`src/rtl/ext_mem_sequencer.sv`:
```
module ext_mem_sequencer #(
  parameter int AW  = 16,
  parameter int DW  = 24,
  parameter int WSW = 4
) (
  input  logic             clk,
  input  logic             rst,
  input  logic             req_x,
  input  logic             req_y,
  input  logic             req_p,
  input  logic             ext_x,
  input  logic             ext_y,
  input  logic             ext_p,
  input  logic [AW-1:0]    addr_x,
  input  logic [AW-1:0]    addr_y,
  input  logic [AW-1:0]    addr_p,
  input  logic [DW-1:0]    wdata_x,
  input  logic [DW-1:0]    wdata_y,
  input  logic [DW-1:0]    wdata_p,
  input  logic             wr_x,
  input  logic             wr_y,
  input  logic             wr_p,
  input  logic [3*WSW-1:0] ws_cfg,
  input  logic             ext_wait,
  input  logic [DW-1:0]    ext_din,
  output logic [AW-1:0]    ext_addr,
  output logic [DW-1:0]    ext_dout,
  output logic             ext_dout_en,
  output logic             ext_rd,
  output logic             ext_wr,
  output logic             ext_xsel,
  output logic             ext_ysel,
  output logic             ext_psel,
  output logic             core_stall,
  output logic [DW-1:0]    rdata_x,
  output logic [DW-1:0]    rdata_y,
  output logic [DW-1:0]    rdata_p
);

  logic [2:0]     served;
  logic           busy;
  logic [WSW-1:0] cnt;
  logic [AW-1:0]  hold_addr;
  logic [DW-1:0]  hold_dout;
  logic [DW-1:0]  rx_q, ry_q, rp_q;

  logic [2:0]     need, cur;
  logic           active, last, fin, sel_wr;
  logic [AW-1:0]  sel_addr;
  logic [DW-1:0]  sel_wdata;
  logic [WSW-1:0] field, rem;

  assign need   = {req_p & ext_p, req_y & ext_y, req_x & ext_x} & ~served & {3{~rst}};
  assign cur    = {need[2] & ~|need[1:0], need[1] & ~need[0], need[0]};
  assign active = |need;
  assign last   = (need & ~cur) == 3'b000;

  always_comb begin
    sel_addr  = addr_p;
    sel_wdata = wdata_p;
    sel_wr    = wr_p;
    field     = ws_cfg[2*WSW +: WSW];
    if (cur[0]) begin
      sel_addr = addr_x; sel_wdata = wdata_x; sel_wr = wr_x; field = ws_cfg[0 +: WSW];
    end else if (cur[1]) begin
      sel_addr = addr_y; sel_wdata = wdata_y; sel_wr = wr_y; field = ws_cfg[WSW +: WSW];
    end
  end

  assign rem        = busy ? cnt : field;
  assign fin        = active && (rem == '0) && !ext_wait;
  assign core_stall = active && !(fin && last);

  assign ext_addr    = active ? sel_addr : hold_addr;
  assign ext_dout    = active ? sel_wdata : hold_dout;
  assign ext_rd      = active && !sel_wr;
  assign ext_wr      = active && sel_wr;
  assign ext_dout_en = ext_wr;
  assign {ext_psel, ext_ysel, ext_xsel} = cur;

  assign rdata_x = (fin && cur[0] && !sel_wr) ? ext_din : rx_q;
  assign rdata_y = (fin && cur[1] && !sel_wr) ? ext_din : ry_q;
  assign rdata_p = (fin && cur[2] && !sel_wr) ? ext_din : rp_q;

  always_ff @(posedge clk) begin
    if (rst) begin
      served    <= '0;
      busy      <= 1'b0;
      cnt       <= '0;
      hold_addr <= '0;
      hold_dout <= '0;
      rx_q      <= '0;
      ry_q      <= '0;
      rp_q      <= '0;
    end else if (active) begin
      hold_addr <= sel_addr;
      hold_dout <= sel_wdata;
      rx_q      <= rdata_x;
      ry_q      <= rdata_y;
      rp_q      <= rdata_p;
      if (fin) begin
        busy   <= 1'b0;
        served <= last ? 3'b000 : (served | cur);
      end else begin
        busy <= 1'b1;
        cnt  <= (rem == '0) ? '0 : rem - 1'b1;
      end
    end
  end

endmodule

```
`config.mk`:
```
export PLATFORM = sky130hd
export DESIGN_NAME = ext_mem_sequencer
export DESIGN_NICKNAME = d
export VERILOG_FILES = /design/src/rtl/ext_mem_sequencer.sv
export SDC_FILE = /design/constraint.sdc
export NUM_CORES = 1
export LEC_CHECK = 0
export ABC_AREA = 1
export BUFFER_PORTS_ARGS = -buffer_cell sky130_fd_sc_hd__buf_4
export CORE_ASPECT_RATIO = 0.5
export CORE_MARGIN = 4
export CORE_UTILIZATION = 48
export CTS_CLUSTER_DIAMETER = 150
export DETAILED_ROUTE_END_ITERATION = 8
export HOLD_SLACK_MARGIN = 0.05
export PLACE_DENSITY = 0.78
export SYNTH_ARGS = -nofsm -noshare
export SYNTH_HDL_FRONTEND = slang
export SYNTH_SLANG_ARGS = --single-unit
```
`constraint.sdc`:
```
create_clock -name clk -period 3.02 [get_ports clk]
set_clock_uncertainty 0.2 [all_clocks]
set_input_delay 0.453 -clock clk [delete_from_list [all_inputs] [get_ports clk]]
set_output_delay 0.453 -clock clk [all_outputs]
set_load 0.01 [all_outputs]
```
-- Yosys cells after proc, flatten, opt, wreduce, memory -nomap -nowiden
Index checks and enable logic that the tools add are counted.
- add/sub/neg operators: 1
- multiplexer cells: 17
- bitwise operators: 14
- reductions and logical operators: 22
- operators with widths (operator ; count):
    $mux 24 ; 6
    $mux 16 ; 3
    $mux 4 ; 4
    $logic_and 1x1->1 ; 12
    $and 3x3->3 ; 3
    $not 3->3 ; 2
    $and 1x1->1 ; 5
    $logic_not 1->1 ; 4
    $logic_not 4->1 ; 1
    $reduce_and 2->1 ; 2
    $sub 4x1->4 const B ; 1
    $logic_not 3->1 ; 1
    $mux 1 ; 3
    $mux 3 ; 1
    $not 1->1 ; 3
    $or 3x3->3 ; 1
    $reduce_or 3->1 ; 1
    $reduce_or 2->1 ; 1
- register bits after elaboration: 120
- output and inout bits: 119
- word-level logic and storage cells: 62

-- Depth between registers and ports, before layout
- depth in word-level cells: 14
- gate-level depth with buffers: 15

-- Worst setup path after synthesis
OpenSTA, ideal clock, no wires.
- path type: input to output
- start point: in req_x
- end point: out ext_wr
- arrival: 1.948 ns
- setup slack: 0.419 ns
- stages: 14
- cell sequence: nand2_1 -> inv_2 -> nand2_2 -> buf_4 -> inv_2 -> nand2_1 -> inv_2 -> nor3_2 -> buf_2 -> buf_2 -> inv_2 -> nand2_1 -> inv_1 -> buf_4
- cells in the longest elaborated chain, start to end: 8
- ends and longest elaborated chain (item ; RTL line ; source):
    from (decl) ; 8 ; input logic req_x,
    $and 1x1->1 * ; 53 ; assign need = {req_p & ext_p, req_y & ext_y, req_x & ext_x} & ~served & {3{~rst}};
    $and 3x3->3 * (2 in a row) ; 53 ;
    $not 1->1 ; 54 ; assign cur = {need[2] & ~|need[1:0], need[1] & ~need[0], need[0]};
    $and 1x1->1 ; 54 ;
    $mux 1 ; 65 ; end else if (cur[1]) begin
    $mux 1 ; 63 ; if (cur[0]) begin
    $logic_and 1x1->1 * ; 77 ; assign ext_wr = active && sel_wr;
    to (decl) ; 30 ; output logic ext_wr,
Mark *: on every way between the ends. The rest lies on a longest branch, timed or not.

-- Final worst setup path
- start point: reg served[0]
- end point: out rdata_y[4]
- cells in the longest elaborated chain, start to end: 14
- ends and longest elaborated chain (item ; RTL line ; source):
    from (decl) ; 40 ; logic [2:0] served;
    from (signal assigned) ; 103 ; served <= last ? 3'b000 : (served | cur);
    $not 3->3 * ; 53 ;
    $and 3x3->3 * (2 in a row) ; 53 ;
    $not 1->1 ; 54 ;
    $and 1x1->1 ; 54 ;
    $mux 4 ; 65 ;
    $mux 4 ; 63 ;
    $mux 4 ; 70 ; assign rem = busy ? cnt : field;
    $logic_not 4->1 ; 71 ; assign fin = active && (rem == '0) && !ext_wait;
    $logic_and 1x1->1 (2 in a row) ; 71 ;
    $logic_and 1x1->1 ; 82 ; assign rdata_y = (fin && cur[1] && !sel_wr) ? ext_din : ry_q;
    $logic_and 1x1->1 * ; 82 ;
    $mux 24 * ; 82 ;
    to (decl) ; 36 ; output logic [DW-1:0] rdata_y,
Marked as above.

==> run metrics <==
Max transition margin between 50% and 60%; min Tclk post-route 3.266 ns; number of fill cells in the layout approximately 830; Worst Path Arrival 2.61 ns; most used cell, CP nand2_2; Total Nets Final around 1,500; vias in the first global route 7,214; Max VDD drop 0.0002949 V; Fin. Hold Viols 0; Vias 7,865; HPWL Detailed 15.60 mm; DR DRC count 0; Final Setup Violations 74; worst r2r src served[0]; chip height 89.68 um; clock slew at reported path FFs 0.06 ns; Area contributors post-synth dfxtp_1 (38%), nand2_1 (14%), inv_1 (13%); clk sink count 120; 1st-iter DRT viols between 600 and 700; final slew viol count 0; post-synth top area cell dfxtp_1; GRT Total Usage 28.13%; Critical Path Source served[0]; Seq cells post-synth 120; RSZ-0062 raised after global routing yes; post-layout instance area 10,400 um2; Worst Hold Slack 0.1683 ns; CP Data Required Time about 2.4 ns; Pleak 5.612 nW; Hold Crit Class in2reg; Mapped Cells 994; initial core utilization 49.85%; failing checks setup timing; CP max stage cell dfxtp_2; status finished with violations; initial antenna violation count 0; Routed Antenna Nets 0; syn_nets 1,162; CP peak stage delay ~0.34 ns; worst setup path endpoint rdata_y[4]; syn avg cell area 6.442 um2; die width 171.3 um; flop2flop setup slack -0.03 ns; Routed WL 25.24 mm; CTS buffer count 17; commonest non-fill, non-tap cell in the layout buf_4; number of synthesis warnings 0; placed instance count 1,410; drt wl/cell 16.97 um; most frequent cells in the layout buf_4 (308), inv_1 (187), nand2_1 (162); reg2reg end ry_q[13]; Longest Clk Path Bufs 2; Max FO, Critical Path 6; Max Fclk 0.3061 GHz; met2 GRT Util 51.30%; CP cell instances nor2_4, nand2_4, nand3_2, nand3b_1, nand2_1, nand2_2, buf_6, nor2_4, nand4_4, clkbuf_16, nand2_2, nand2_2, inv_2, buf_6; worst-margin pin slew 0.7261 ns; Seq/Total Area, Yosys 37.51%; Root Buffer Master clkbuf_16; pin count of the biggest net entering global routing 66; met3 usage under 10%; Top Ports 287; first-pass GRT wire length 34.86 mm; Startpoint Class flip-flop; drt first pass iters 5; post-synth top area share 37.51%; period utilization 108.2%; antenna fix cells 0; Core Region 12,840 um2; Port Buffers 286; post-synthesis cell type count 30; area post-placement 8768 um2; crit path capture type primary output; FF+latch area 2404 um2; Clock Latency Late Sink approximately 0.41 ns; total global routing overflow 0; R2R depth 20; htree depth 4; DIE AREA 15,370 um2; WS Path Type reg2out; max-cap viol count 0; Layout Cells excl Fill 1,487; Power Dens Cells 449.6 nW/um2; share of layout cells above drive strength 1 40.62%; CTS tree yes; area delta synth->final 62.41%; Synth Cell Area 6404 um2; GRT busiest layer met2; # rows 29; multi-input logic area 3303 um2; Via density 5.289; GRT met1 Usage between 30% and 40%; gpl congestion 0.8853; Worst Setup Slack, final -0.2464 ns; Core Util, Final 80.97%
[sequential cells by signal (all words and copies together), names as in the netlist]
register	flops
served	3
rx_q	24
cnt	4
hold_addr	16
ry_q	24
rp_q	24
hold_dout	24
busy	1
[critical path: cells and delay by family, from the launching register on]
| kind | cells | cell delay [ns] |
|---|---|---|
| flops | 1 | 0.34 |
| simple gates | 10 | 1.33 |
| buf+inv | 4 | 0.52 |
[cell usage after synthesis]
library cell and n:
nor3_4 1, dfxtp_1 120, inv_1 217, buf_6 3, nand4_1 74, o21ai_0 21, nand2_2 5, nand3_1 14
nand2_1 231, buf_4 4, a21oi_1 19, or2_2 4, clkbuf_1 33, o22ai_1 18, buf_1 1, o21a_1 18
nor3_2 1, buf_2 26, nand4_2 3, nor2_1 115, a22oi_1 6, nor2_2 1, nand3b_1 2, inv_2 9
o211ai_1 1, a221oi_1 14, and2_1 8, a31oi_1 8, nor2_4 2, a211oi_1 15
[routing by layer]
| layer | share of wire [%] | vias to the layer above |
|---|---|---|
| met5 | 0 | - |
| met4 | 3.6 | 0 |
| met3 | 7.8 | 81 |
| met2 | 50 | 415 |
| met1 | 39 | 3647 |
| li1 | - | 3722 |
[report_power, final]
part	internal (mW)	switching (mW)
combinational	0.468	0.510
clock	1.19	0.851
sequential	1.64	0.0161
total	3.30	1.38
[final cells by class]
cell class / instances / area share (%)
Tap cell: 170 / 2.045
Inverter: 226 / 8.181
Clock inverter: 14 / 1.420
Multi-Input combinational cell: 582 / 31.76
Timing Repair Buffer: 357 / 29.26
Sequential cell: 120 / 23.11
Clock buffer: 18 / 4.223
[what timing repair did]
action | 4_1_cts | 5_1_grt
setup endpoints to repair | 75 | 103
gates cloned | 2 | 5
pin swaps | 8 | 30
setup buffers | 30 | 12
gates resized for setup | 7 | 180
hold buffers | 0 | 0
[cells by family after synthesis]
kind of cell | synth area share [%]
AO/OA/AOI/OAI | 12.27
flip-flops | 37.51
AND/OR/NAND/NOR | 31.95
buffers and inverters | 18.27
[how the worst min path moves through the flow]
stage	slack (ns)	end	start	cells after the start
after floorplan	0.23	served[2]	served[2]	2
after global placement	0.24	served[2]	served[2]	2
after detailed placement	0.26	hold_addr[12]	hold_addr[12]	2
after CTS	0.18	hold_dout[22]	wdata_p[22]	3
after global routing	0.17	hold_dout[22]	wdata_p[22]	3
final	0.17	hold_dout[22]	wdata_p[22]	3
[through the flow]
step / setup TNS, ns / total power, mW / worst slack (ns)
2_1_floorplan: 0 / 2.114 / 0.4190
3_3_place_gp: 0 / 2.521 / 0.008332
3_5_place_dp: -1.515 / 2.537 / -0.07787
4_1_cts: -1.229 / 4.627 / -0.06727
5_1_grt: -19.78 / 4.851 / -0.3373
6_report: -11.57 / 4.676 / -0.2464
Power figures use the tool's default switching activity.
